--- config.mk ---
export PLATFORM = sky130hd
export DESIGN_NAME = bit_rmw_unit
export DESIGN_NICKNAME = d
export VERILOG_FILES = /design/src/rtl/bit_rmw_pkg.sv /design/src/rtl/bit_rmw_agen.sv /design/src/rtl/bit_rmw_alu.sv /design/src/rtl/bit_rmw_fsm.sv /design/src/rtl/bit_rmw_unit.sv
export SDC_FILE = /design/constraint.sdc
export NUM_CORES = 1
export LEC_CHECK = 0
export ABC_AREA = 1
export CAP_MARGIN = 10
export CORE_MARGIN = 4
export CORE_UTILIZATION = 35
export DETAILED_ROUTE_END_ITERATION = 7
export PLACE_DENSITY = 0.6
export SLEW_MARGIN = 20
export SYNTH_ARGS = -nofsm -noshare
export SYNTH_HDL_FRONTEND = slang
export SYNTH_SLANG_ARGS = --single-unit
--- constraint.sdc ---
create_clock -name clk_i -period 1.95 [get_ports clk_i]
set_input_delay 0.2925 -clock clk_i [delete_from_list [all_inputs] [get_ports clk_i]]
set_output_delay 0.2925 -clock clk_i [all_outputs]
set_load 0.01 [all_outputs]
--- src/rtl/bit_rmw_pkg.sv ---
package bit_rmw_pkg;
  typedef enum logic [1:0] {
    OP_SET = 2'b00,
    OP_INV = 2'b01,
    OP_CLR = 2'b10,
    OP_TST = 2'b11
  } rmw_op_e;

  typedef enum logic [2:0] {
    ST_IDLE,
    ST_READ,
    ST_WAIT_RD,
    ST_MODIFY,
    ST_WRITE,
    ST_WAIT_WR,
    ST_DONE
  } rmw_state_e;
endpackage

--- src/rtl/bit_rmw_agen.sv ---
module bit_rmw_agen #(
  parameter int ADDR_W = 32,
  parameter int DISP_W = 16
) (
  input  logic [ADDR_W-1:0] base_i,
  input  logic [DISP_W-1:0] disp_i,
  output logic [ADDR_W-1:0] addr_o
);
  logic [ADDR_W-1:0] disp_ext;

  generate
    if (DISP_W < ADDR_W) begin : g_sext
      assign disp_ext = {{(ADDR_W-DISP_W){disp_i[DISP_W-1]}}, disp_i};
    end else begin : g_trunc
      assign disp_ext = disp_i[ADDR_W-1:0];
    end
  endgenerate

  assign addr_o = base_i + disp_ext;
endmodule

--- src/rtl/bit_rmw_alu.sv ---
module bit_rmw_alu
  import bit_rmw_pkg::*;
#(
  parameter int DATA_W = 8,
  parameter int BIT_W  = 3
) (
  input  rmw_op_e           op_i,
  input  logic [BIT_W-1:0]  bit_sel_i,
  input  logic [DATA_W-1:0] din_i,
  output logic [DATA_W-1:0] dout_o,
  output logic              zero_o
);
  logic [DATA_W-1:0] mask;

  for (genvar i = 0; i < DATA_W; i++) begin : g_lane
    assign mask[i]   = (bit_sel_i == BIT_W'(i));
    assign dout_o[i] = (op_i == OP_SET) ? (din_i[i] | mask[i])  :
                       (op_i == OP_INV) ? (din_i[i] ^ mask[i])  :
                       (op_i == OP_CLR) ? (din_i[i] & ~mask[i]) :
                                          din_i[i];
  end

  // zero flag taken from the unmodified byte
  assign zero_o = ~|(din_i & mask);
endmodule

--- src/rtl/bit_rmw_fsm.sv ---
module bit_rmw_fsm
  import bit_rmw_pkg::*;
(
  input  logic clk_i,
  input  logic rst_ni,
  input  logic req_i,
  input  logic test_i,
  input  logic ready_i,
  output logic accept_o,
  output logic rd_o,
  output logic wr_o,
  output logic rd_fire_o,
  output logic enter_done_o,
  output logic done_o,
  output logic busy_o
);
  rmw_state_e state_q, state_d;

  always_comb begin
    state_d = state_q;
    unique case (state_q)
      ST_IDLE:    if (req_i) state_d = ST_READ;
      ST_READ:    state_d = ready_i ? ST_MODIFY : ST_WAIT_RD;
      ST_WAIT_RD: if (ready_i) state_d = ST_MODIFY;
      ST_MODIFY:  state_d = test_i ? ST_DONE : ST_WRITE;
      ST_WRITE:   state_d = ready_i ? ST_DONE : ST_WAIT_WR;
      ST_WAIT_WR: if (ready_i) state_d = ST_DONE;
      ST_DONE:    state_d = ST_IDLE;
      default:    state_d = ST_IDLE;
    endcase
  end

  always_ff @(posedge clk_i or negedge rst_ni) begin
    if (!rst_ni) state_q <= ST_IDLE;
    else         state_q <= state_d;
  end

  assign accept_o     = (state_q == ST_IDLE) && req_i;
  assign rd_o         = (state_q == ST_READ) || (state_q == ST_WAIT_RD);
  assign wr_o         = (state_q == ST_WRITE) || (state_q == ST_WAIT_WR);
  assign rd_fire_o    = rd_o && ready_i;
  assign enter_done_o = (state_d == ST_DONE) && (state_q != ST_DONE);
  assign done_o       = (state_q == ST_DONE);
  assign busy_o       = (state_q != ST_IDLE);

  AST_RW_EXCL: assert property (@(posedge clk_i) disable iff (!rst_ni)
    !(rd_o && wr_o)) else $error("rd and wr together");
  AST_RD_HOLD: assert property (@(posedge clk_i) disable iff (!rst_ni)
    rd_o && !ready_i |=> rd_o) else $error("read dropped");
  AST_WR_HOLD: assert property (@(posedge clk_i) disable iff (!rst_ni)
    wr_o && !ready_i |=> wr_o) else $error("write dropped");
  AST_DONE_PULSE: assert property (@(posedge clk_i) disable iff (!rst_ni)
    done_o |=> !done_o) else $error("done longer than one cycle");
  AST_IDLE_AFTER_DONE: assert property (@(posedge clk_i) disable iff (!rst_ni)
    done_o |=> !busy_o) else $error("not idle after done");
endmodule

--- src/rtl/bit_rmw_unit.sv ---
module bit_rmw_unit
  import bit_rmw_pkg::*;
#(
  parameter int ADDR_W = 32,
  parameter int DISP_W = 16,
  parameter int DATA_W = 8
) (
  input  logic                       clk_i,
  input  logic                       rst_ni,
  input  logic                       req_i,
  input  logic [1:0]                 op_i,
  input  logic [ADDR_W-1:0]          base_i,
  input  logic [DISP_W-1:0]          disp_i,
  input  logic [$clog2(DATA_W)-1:0]  bit_sel_i,
  output logic                       busy_o,
  output logic [ADDR_W-1:0]          mem_addr_o,
  output logic                       mem_rd_o,
  output logic                       mem_wr_o,
  output logic [DATA_W-1:0]          mem_wdata_o,
  input  logic [DATA_W-1:0]          mem_rdata_i,
  input  logic                       mem_ready_i,
  output logic                       done_o,
  output logic                       z_o
);
  localparam int BIT_W = $clog2(DATA_W);

  logic [ADDR_W-1:0] ea;
  logic [ADDR_W-1:0] addr_q;
  rmw_op_e           op_q;
  logic [BIT_W-1:0]  bit_q;
  logic [DATA_W-1:0] rdata_q;
  logic [DATA_W-1:0] new_byte;
  logic              zero;
  logic              z_q;
  logic              accept, rd_fire, enter_done;

  bit_rmw_agen #(.ADDR_W(ADDR_W), .DISP_W(DISP_W)) u_agen (
    .base_i (base_i),
    .disp_i (disp_i),
    .addr_o (ea)
  );

  bit_rmw_fsm u_fsm (
    .clk_i        (clk_i),
    .rst_ni       (rst_ni),
    .req_i        (req_i),
    .test_i       (op_q == OP_TST),
    .ready_i      (mem_ready_i),
    .accept_o     (accept),
    .rd_o         (mem_rd_o),
    .wr_o         (mem_wr_o),
    .rd_fire_o    (rd_fire),
    .enter_done_o (enter_done),
    .done_o       (done_o),
    .busy_o       (busy_o)
  );

  bit_rmw_alu #(.DATA_W(DATA_W), .BIT_W(BIT_W)) u_alu (
    .op_i      (op_q),
    .bit_sel_i (bit_q),
    .din_i     (rdata_q),
    .dout_o    (new_byte),
    .zero_o    (zero)
  );

  always_ff @(posedge clk_i or negedge rst_ni) begin
    if (!rst_ni) begin
      addr_q <= '0;
      op_q   <= OP_TST;
      bit_q  <= '0;
    end else if (accept) begin
      addr_q <= ea;
      op_q   <= rmw_op_e'(op_i);
      bit_q  <= bit_sel_i;
    end
  end

  always_ff @(posedge clk_i or negedge rst_ni) begin
    if (!rst_ni)      rdata_q <= '0;
    else if (rd_fire) rdata_q <= mem_rdata_i;
  end

  // flag published together with done
  always_ff @(posedge clk_i or negedge rst_ni) begin
    if (!rst_ni)         z_q <= 1'b0;
    else if (enter_done) z_q <= zero;
  end

  assign mem_addr_o  = addr_q;
  assign mem_wdata_o = new_byte;
  assign z_o         = z_q;

  AST_ADDR_HOLD: assert property (@(posedge clk_i) disable iff (!rst_ni)
    (mem_rd_o || mem_wr_o) && !mem_ready_i |=> $stable(mem_addr_o))
    else $error("address moved during transfer");
  AST_WDATA_HOLD: assert property (@(posedge clk_i) disable iff (!rst_ni)
    mem_wr_o && !mem_ready_i |=> $stable(mem_wdata_o))
    else $error("write data moved");
  AST_TEST_NO_WR: assert property (@(posedge clk_i) disable iff (!rst_ni)
    busy_o && (op_q == OP_TST) |-> !mem_wr_o)
    else $error("write issued for test");
  AST_Z_AT_DONE: assert property (@(posedge clk_i) disable iff (!rst_ni)
    !$stable(z_o) |-> done_o)
    else $error("z changed outside done");
endmodule

After elaboration in Yosys (flattened, before gate mapping)
Index checks and enable logic that the tools add are counted.

word-level totals
  bits in registers = 49
  input port bits = 65
  output and inout port bits = 45
  logic and storage cells = 100

operators by class
  muxes and demuxes = 31
  eq/ne operators = 18
  bitwise gates (word level) = 33
  reductions and logical operators = 11
  add/subtract/negate cells = 1

operators with widths
  cell                number
  $add 32x32->32      1
  $mux 1              25
  $eq 3x3->1 const B  8
  $pmux 3 s6          1
  $eq 3x2->1 const B  4
  $mux 3              3
  $and 1x1->1         8
  $and 8x8->8         1
  $not 1->1           8
  $or 1x1->1          8
  $reduce_or 8->1     1
  $xor 1x1->1         8
  $eq 3x1->1 const B  2
  $logic_not 3->1     2
  $eq 2x2->1 const B  2
  $mux 2              2
  $logic_and 1x1->1   3
  $ne 3x3->1 const B  1
  $reduce_bool 3->1   1
  $eq 2x1->1 const B  1
  $logic_not 2->1     1
  $logic_or 1x1->1    2
  $logic_not 1->1     1

Longest topological paths before layout
  word-level depth = 6
  mapped depth = 12
  depth with buffers taken out = 12

Cells and area by module
Synthesis repeated with hierarchy kept, for this count alone.

unflattened totals
  cells, all modules = 873
  area total of the unflattened synthesis = 5,196.2 um^2

modules (own cells, without submodules)
  module        cells an instance  area each (um^2)  seq. area each (um^2)  times used
  bit_rmw_agen  494                2,384.8           0.0                    1
  bit_rmw_unit  197                1,762.9           1,153.6                1
  bit_rmw_alu   148                838.3             0.0                    1
  bit_rmw_fsm   34                 210.2             75.1                   1

Least setup slack after synthesis
OpenSTA, ideal clock, no wires.

  kind = flip-flop to output port
  from = register bit_q[2]
  to = output port mem_wdata_o[5]
  path buffers = 0
  data required time = 1.657 ns
  cell stages (with the launch flop) = 7
  setup slack = 0.157 ns
  arrival = 1.500 ns
  cells stage by stage = dfrtp_1 > inv_1 > nor3_1 > inv_1 > ha_1 > a21oi_1 > o32ai_1

on the way
  cells in the longest elaborated chain, start to end = 6
  elaborated cells on any way between the ends = 8
  classes of those cells = 1 x eq/ne; 3 x mux; 4 x bitwise

ends and longest elaborated chain
  what                    RTL line            source
  start, declared         bit_rmw_unit.sv:30  logic [BIT_W-1:0] bit_q;
  start signal, assigned  bit_rmw_unit.sv:74  bit_q <= bit_sel_i;
  $eq 3x3->1 *            bit_rmw_alu.sv:16   assign mask[i] = (bit_sel_i == BIT_W'(i));
  $not 1->1               bit_rmw_alu.sv:19   (op_i == OP_CLR) ? (din_i[i] & ~mask[i]) :
  $and 1x1->1             bit_rmw_alu.sv:19
  $mux 1                  bit_rmw_alu.sv:19
  $mux 1                  bit_rmw_alu.sv:18   (op_i == OP_INV) ? (din_i[i] ^ mask[i]) :
  $mux 1 *                bit_rmw_alu.sv:17   assign dout_o[i] = (op_i == OP_SET) ? (din_i[i] | mask[i]) :
  end, declared           bit_rmw_unit.sv:19  output logic [DATA_W-1:0] mem_wdata_o,

Every way passes the cells marked *; elsewhere a longest branch is shown, timed or not.

Final worst setup path
  from = register bit_q[0]
  to = output port mem_wdata_o[0]

on the way
  cells in the longest elaborated chain, start to end = 6
  elaborated cells on any way between the ends = 8
  classes of those cells = 3 x mux; 4 x bitwise; 1 x reduce/logical

ends and longest elaborated chain
  what               RTL line
  $logic_not 3->1 *  bit_rmw_alu.sv:16
  $not 1->1          bit_rmw_alu.sv:19
  $and 1x1->1        bit_rmw_alu.sv:19
  $mux 1             bit_rmw_alu.sv:19
  $mux 1             bit_rmw_alu.sv:18
  $mux 1 *           bit_rmw_alu.sv:17

Marked as above.

==> reports/metrics.cfg <==
[final_layout]
antennaDiodeCount=0
area_delta_synth_final_pct=54.59
final_cells=1132
multi_input_area_mm2=0.003618
fin_nets=1076
seq_area_mm2=0.001232
drive_gt1_frac=0.2364
fillers=1322

[routing]
vias=5226
topRoutingLayerUsed=met4
drt-total-wl_um=15100
met2_length_um=7176
postRouteAntennaNets=0
drc=0
avgRoutedWirePerCell_um=13.34
viasPerCell=4.617
first_pass_iters=4
drt_iter0_markers=210
drt-met1-wl_um=7019
met3WireLength_um=609

[global_routing]
grt_overflow=0
antenna_found_initial=0
grtUsageTotal=0.1842
grt_pass1_vias=5021
grt_start_max_net_pins=33
grt_pass1_wl_um=24270

[sta]
holdWs_ns=0.4791
setup_viol=8
setup_ws_ns=-0.2790
tightest_slew_ns=0.4563
finalHoldViolations=0
relSlewSlack=0.6958
post-route-period-util=1.143
rsz0062_at_grt=yes
period_minus_slack_ns=2.229
clock.fmax_mhz=448.6
fin_worst_skew_ns=0.005461
slew_viol_final=0

[pwr]
pwr-share-comb=0.657
total_power_mw=7.974
p_sw_mw=3.453
p_leak_nw=3.826
clkPwrFrac=0.107
seqPwrFrac=0.236
ir_drop_mv=0.4686
power.density_mw_per_mm2=1061
intPower_mw=4.521
switching_share=0.4330

[placement]
dpl.hpwl_um=11680
io_buffers=109
gp_congestion=0.9269
post-place-cells=1108
pre_cts_ws_ns=-0.4129

[floorplan]
dieArea_mm2=0.01584
ioPinCount=110
die_height_um=125.9
die_x_um=125.9
start_util=0.3627
rows=42
coreArea_mm2=0.01340

[job]
drv_cap=0

[synth]
synthArstFlopShare=1.000
synth_edf_count=0
synth_cell_types=35
yosysMostFrequentCell=nand2_1
synth.ff_latch_count=49
syn_nets=883
synthTopCellsByArea=dfrtp_1 24%, nand2_1 21%, ha_1 14%
synth_commonest_cells=276 x nand2_1, 135 x inv_1, 55 x ha_1
yosysTopAreaCellShare=0.2420
yosys_warnings=0
synthFlopType=dfrtp_1
syn_avg_cell_area_um2=6.379
syn-cell-area_mm2=0.004861
synth_top_cell_by_area=dfrtp_1
syn_inst=762
seq_area_frac_synth=0.2528

[worst_setup_path]
cp.arrival_ns=1.94
critPathLaunchType=flop
crit_buf_inv=3
slowest_delay_ns=0.46
r2r-end=z_o
rr_startpoint=bit_q[1]
crit_path_start=bit_q[0]
critPathCaptureType=output pin
worstSetupPathType=flop to output pin
path_max_fanout=4
worstPathRequired_ns=1.66
worst-path-stages=7
ff2ff_setup_slack_ns=0.30
r2r_cells=8
crit_end=mem_wdata_o[0]
path_delay_family=flip-flops
crit_chain=buf_6, nor3_4, inv_2, ha_4, a21oi_1, o32ai_2, buf_2
crit_slowest_cell=dfrtp_2

[cts]
insertion_delay_ns=0.29
cts_root_buf=clkbuf_16
htree_levels=2
cts_tree=built
clk_pin_slew_ns=0.07
cts_made_buffers=5
clockBufferDepth=2
clock_sinks=49

[worst_hold_path]
min_path_type=input pin to async pin

[outcome]
outcome=complete, but fails checks
violations=setup timing

## final cells by class
cell class	count	share of cell area
tap	176	0.02930
sequential	49	0.1640
clock inverter	1	0.0009990
clock buffer	7	0.01765
multi-input combinational	567	0.4815
inverter	136	0.06893
timing repair buffer	196	0.2376
## metrics by stage
step / instance area (µm²) / TNS [ns] / util
2_1_floorplan: 4861 / 0 / -
3_3_place_gp: 6680 / -9.629 / 0.4985
3_5_place_dp: 6680 / -10.11 / 0.4985
4_1_cts: 7114 / -1.497 / 0.5309
5_1_grt: 7515 / -2.230 / 0.5608
6_report: 7515 / -1.506 / 0.5608
## power by group through the flow
stage	Clock, mW	Sequential [mW]	Combinational (mW)
detailed placement	0	1.84	4.57
floorplan	0	1.97	2.10
global route	0.917	1.94	5.76
CTS	0.887	1.86	4.97
global placement	0	1.82	4.53
finish	0.856	1.88	5.24
## state kept, by name, summed over array words and instances (netlist names)
name,cells
rdata_q,8
bit_q,3
mem_addr_o,32
op_q,2
u_fsm.state_q,3
z_o,1
## worst reg2reg max path: stages, from the launching register on
cell and delay, ns:
dfrtp_2 0.44, inv_2 0.11, buf_6 0.11, nor3_4 0.04, buf_4 0.13, ha_1 0.17, nor4_1 0.26, nand2_1 0.14
o21ai_0 0.17
## routing by layer
metal  global-route usage  vias to the layer above
met1               0.2462                     2337
met4              0.06498                        0
li1                     -                     2764
met5                    0                        -
met2               0.3106                      107
met3              0.01905                       18
## cell families (layout without fill, tap and decap cells)
family,Yosys count,in the layout,share of synthesized area
xor+xnor,16,16,0.02883
flops,49,49,0.2528
compound gates,74,74,0.08777
buf+inv,146,340,0.1179
simple gates,421,421,0.3671
fa+ha+maj,56,56,0.1457
## how the worst min path moves through the flow
| stage | startpoint | to | slack (ns) | depth (start not counted) |
|---|---|---|---|---|
| 6_report | rst_ni | mem_addr_o[4] | 0.48 | 2 |
| 5_1_grt | mem_addr_o[16] | mem_addr_o[16] | 0.50 | 2 |
| 4_1_cts | mem_addr_o[0] | mem_addr_o[0] | 0.48 | 2 |
| 3_5_place_dp | rst_ni | mem_addr_o[4] | 0.27 | 1 |
| 3_3_place_gp | rst_ni | mem_addr_o[10] | 0.27 | 1 |
| 2_1_floorplan | rst_ni | bit_q[0] | -0.003 | 0 |
## placed cells by master (no fill, tap or decap), types with 9 or more instances in the layout
cell / n
nand3_1: 38
buf_2: 9
nor2_2: 14
clkdlybuf4s50_1: 97
nor2_1: 39
o21ai_0: 16
dfrtp_1: 44
a21oi_1: 24
o21ai_1: 10
nand2_2: 26
ha_4: 21
ha_1: 29
xnor2_1: 14
nand3_2: 9
buf_4: 74
inv_2: 9
inv_1: 124
nand2_1: 261
## timing repair
item / 4_1_cts / 5_1_grt
hold buffers: 1 / 0
setup endpoints to repair: 17 / 29
endpoints found under the hold margin: 15 / 0
pin swaps: 23 / 13
resized for setup: 92 / 69
setup buffers: 10 / 5
Power figures use the tool's default switching activity.
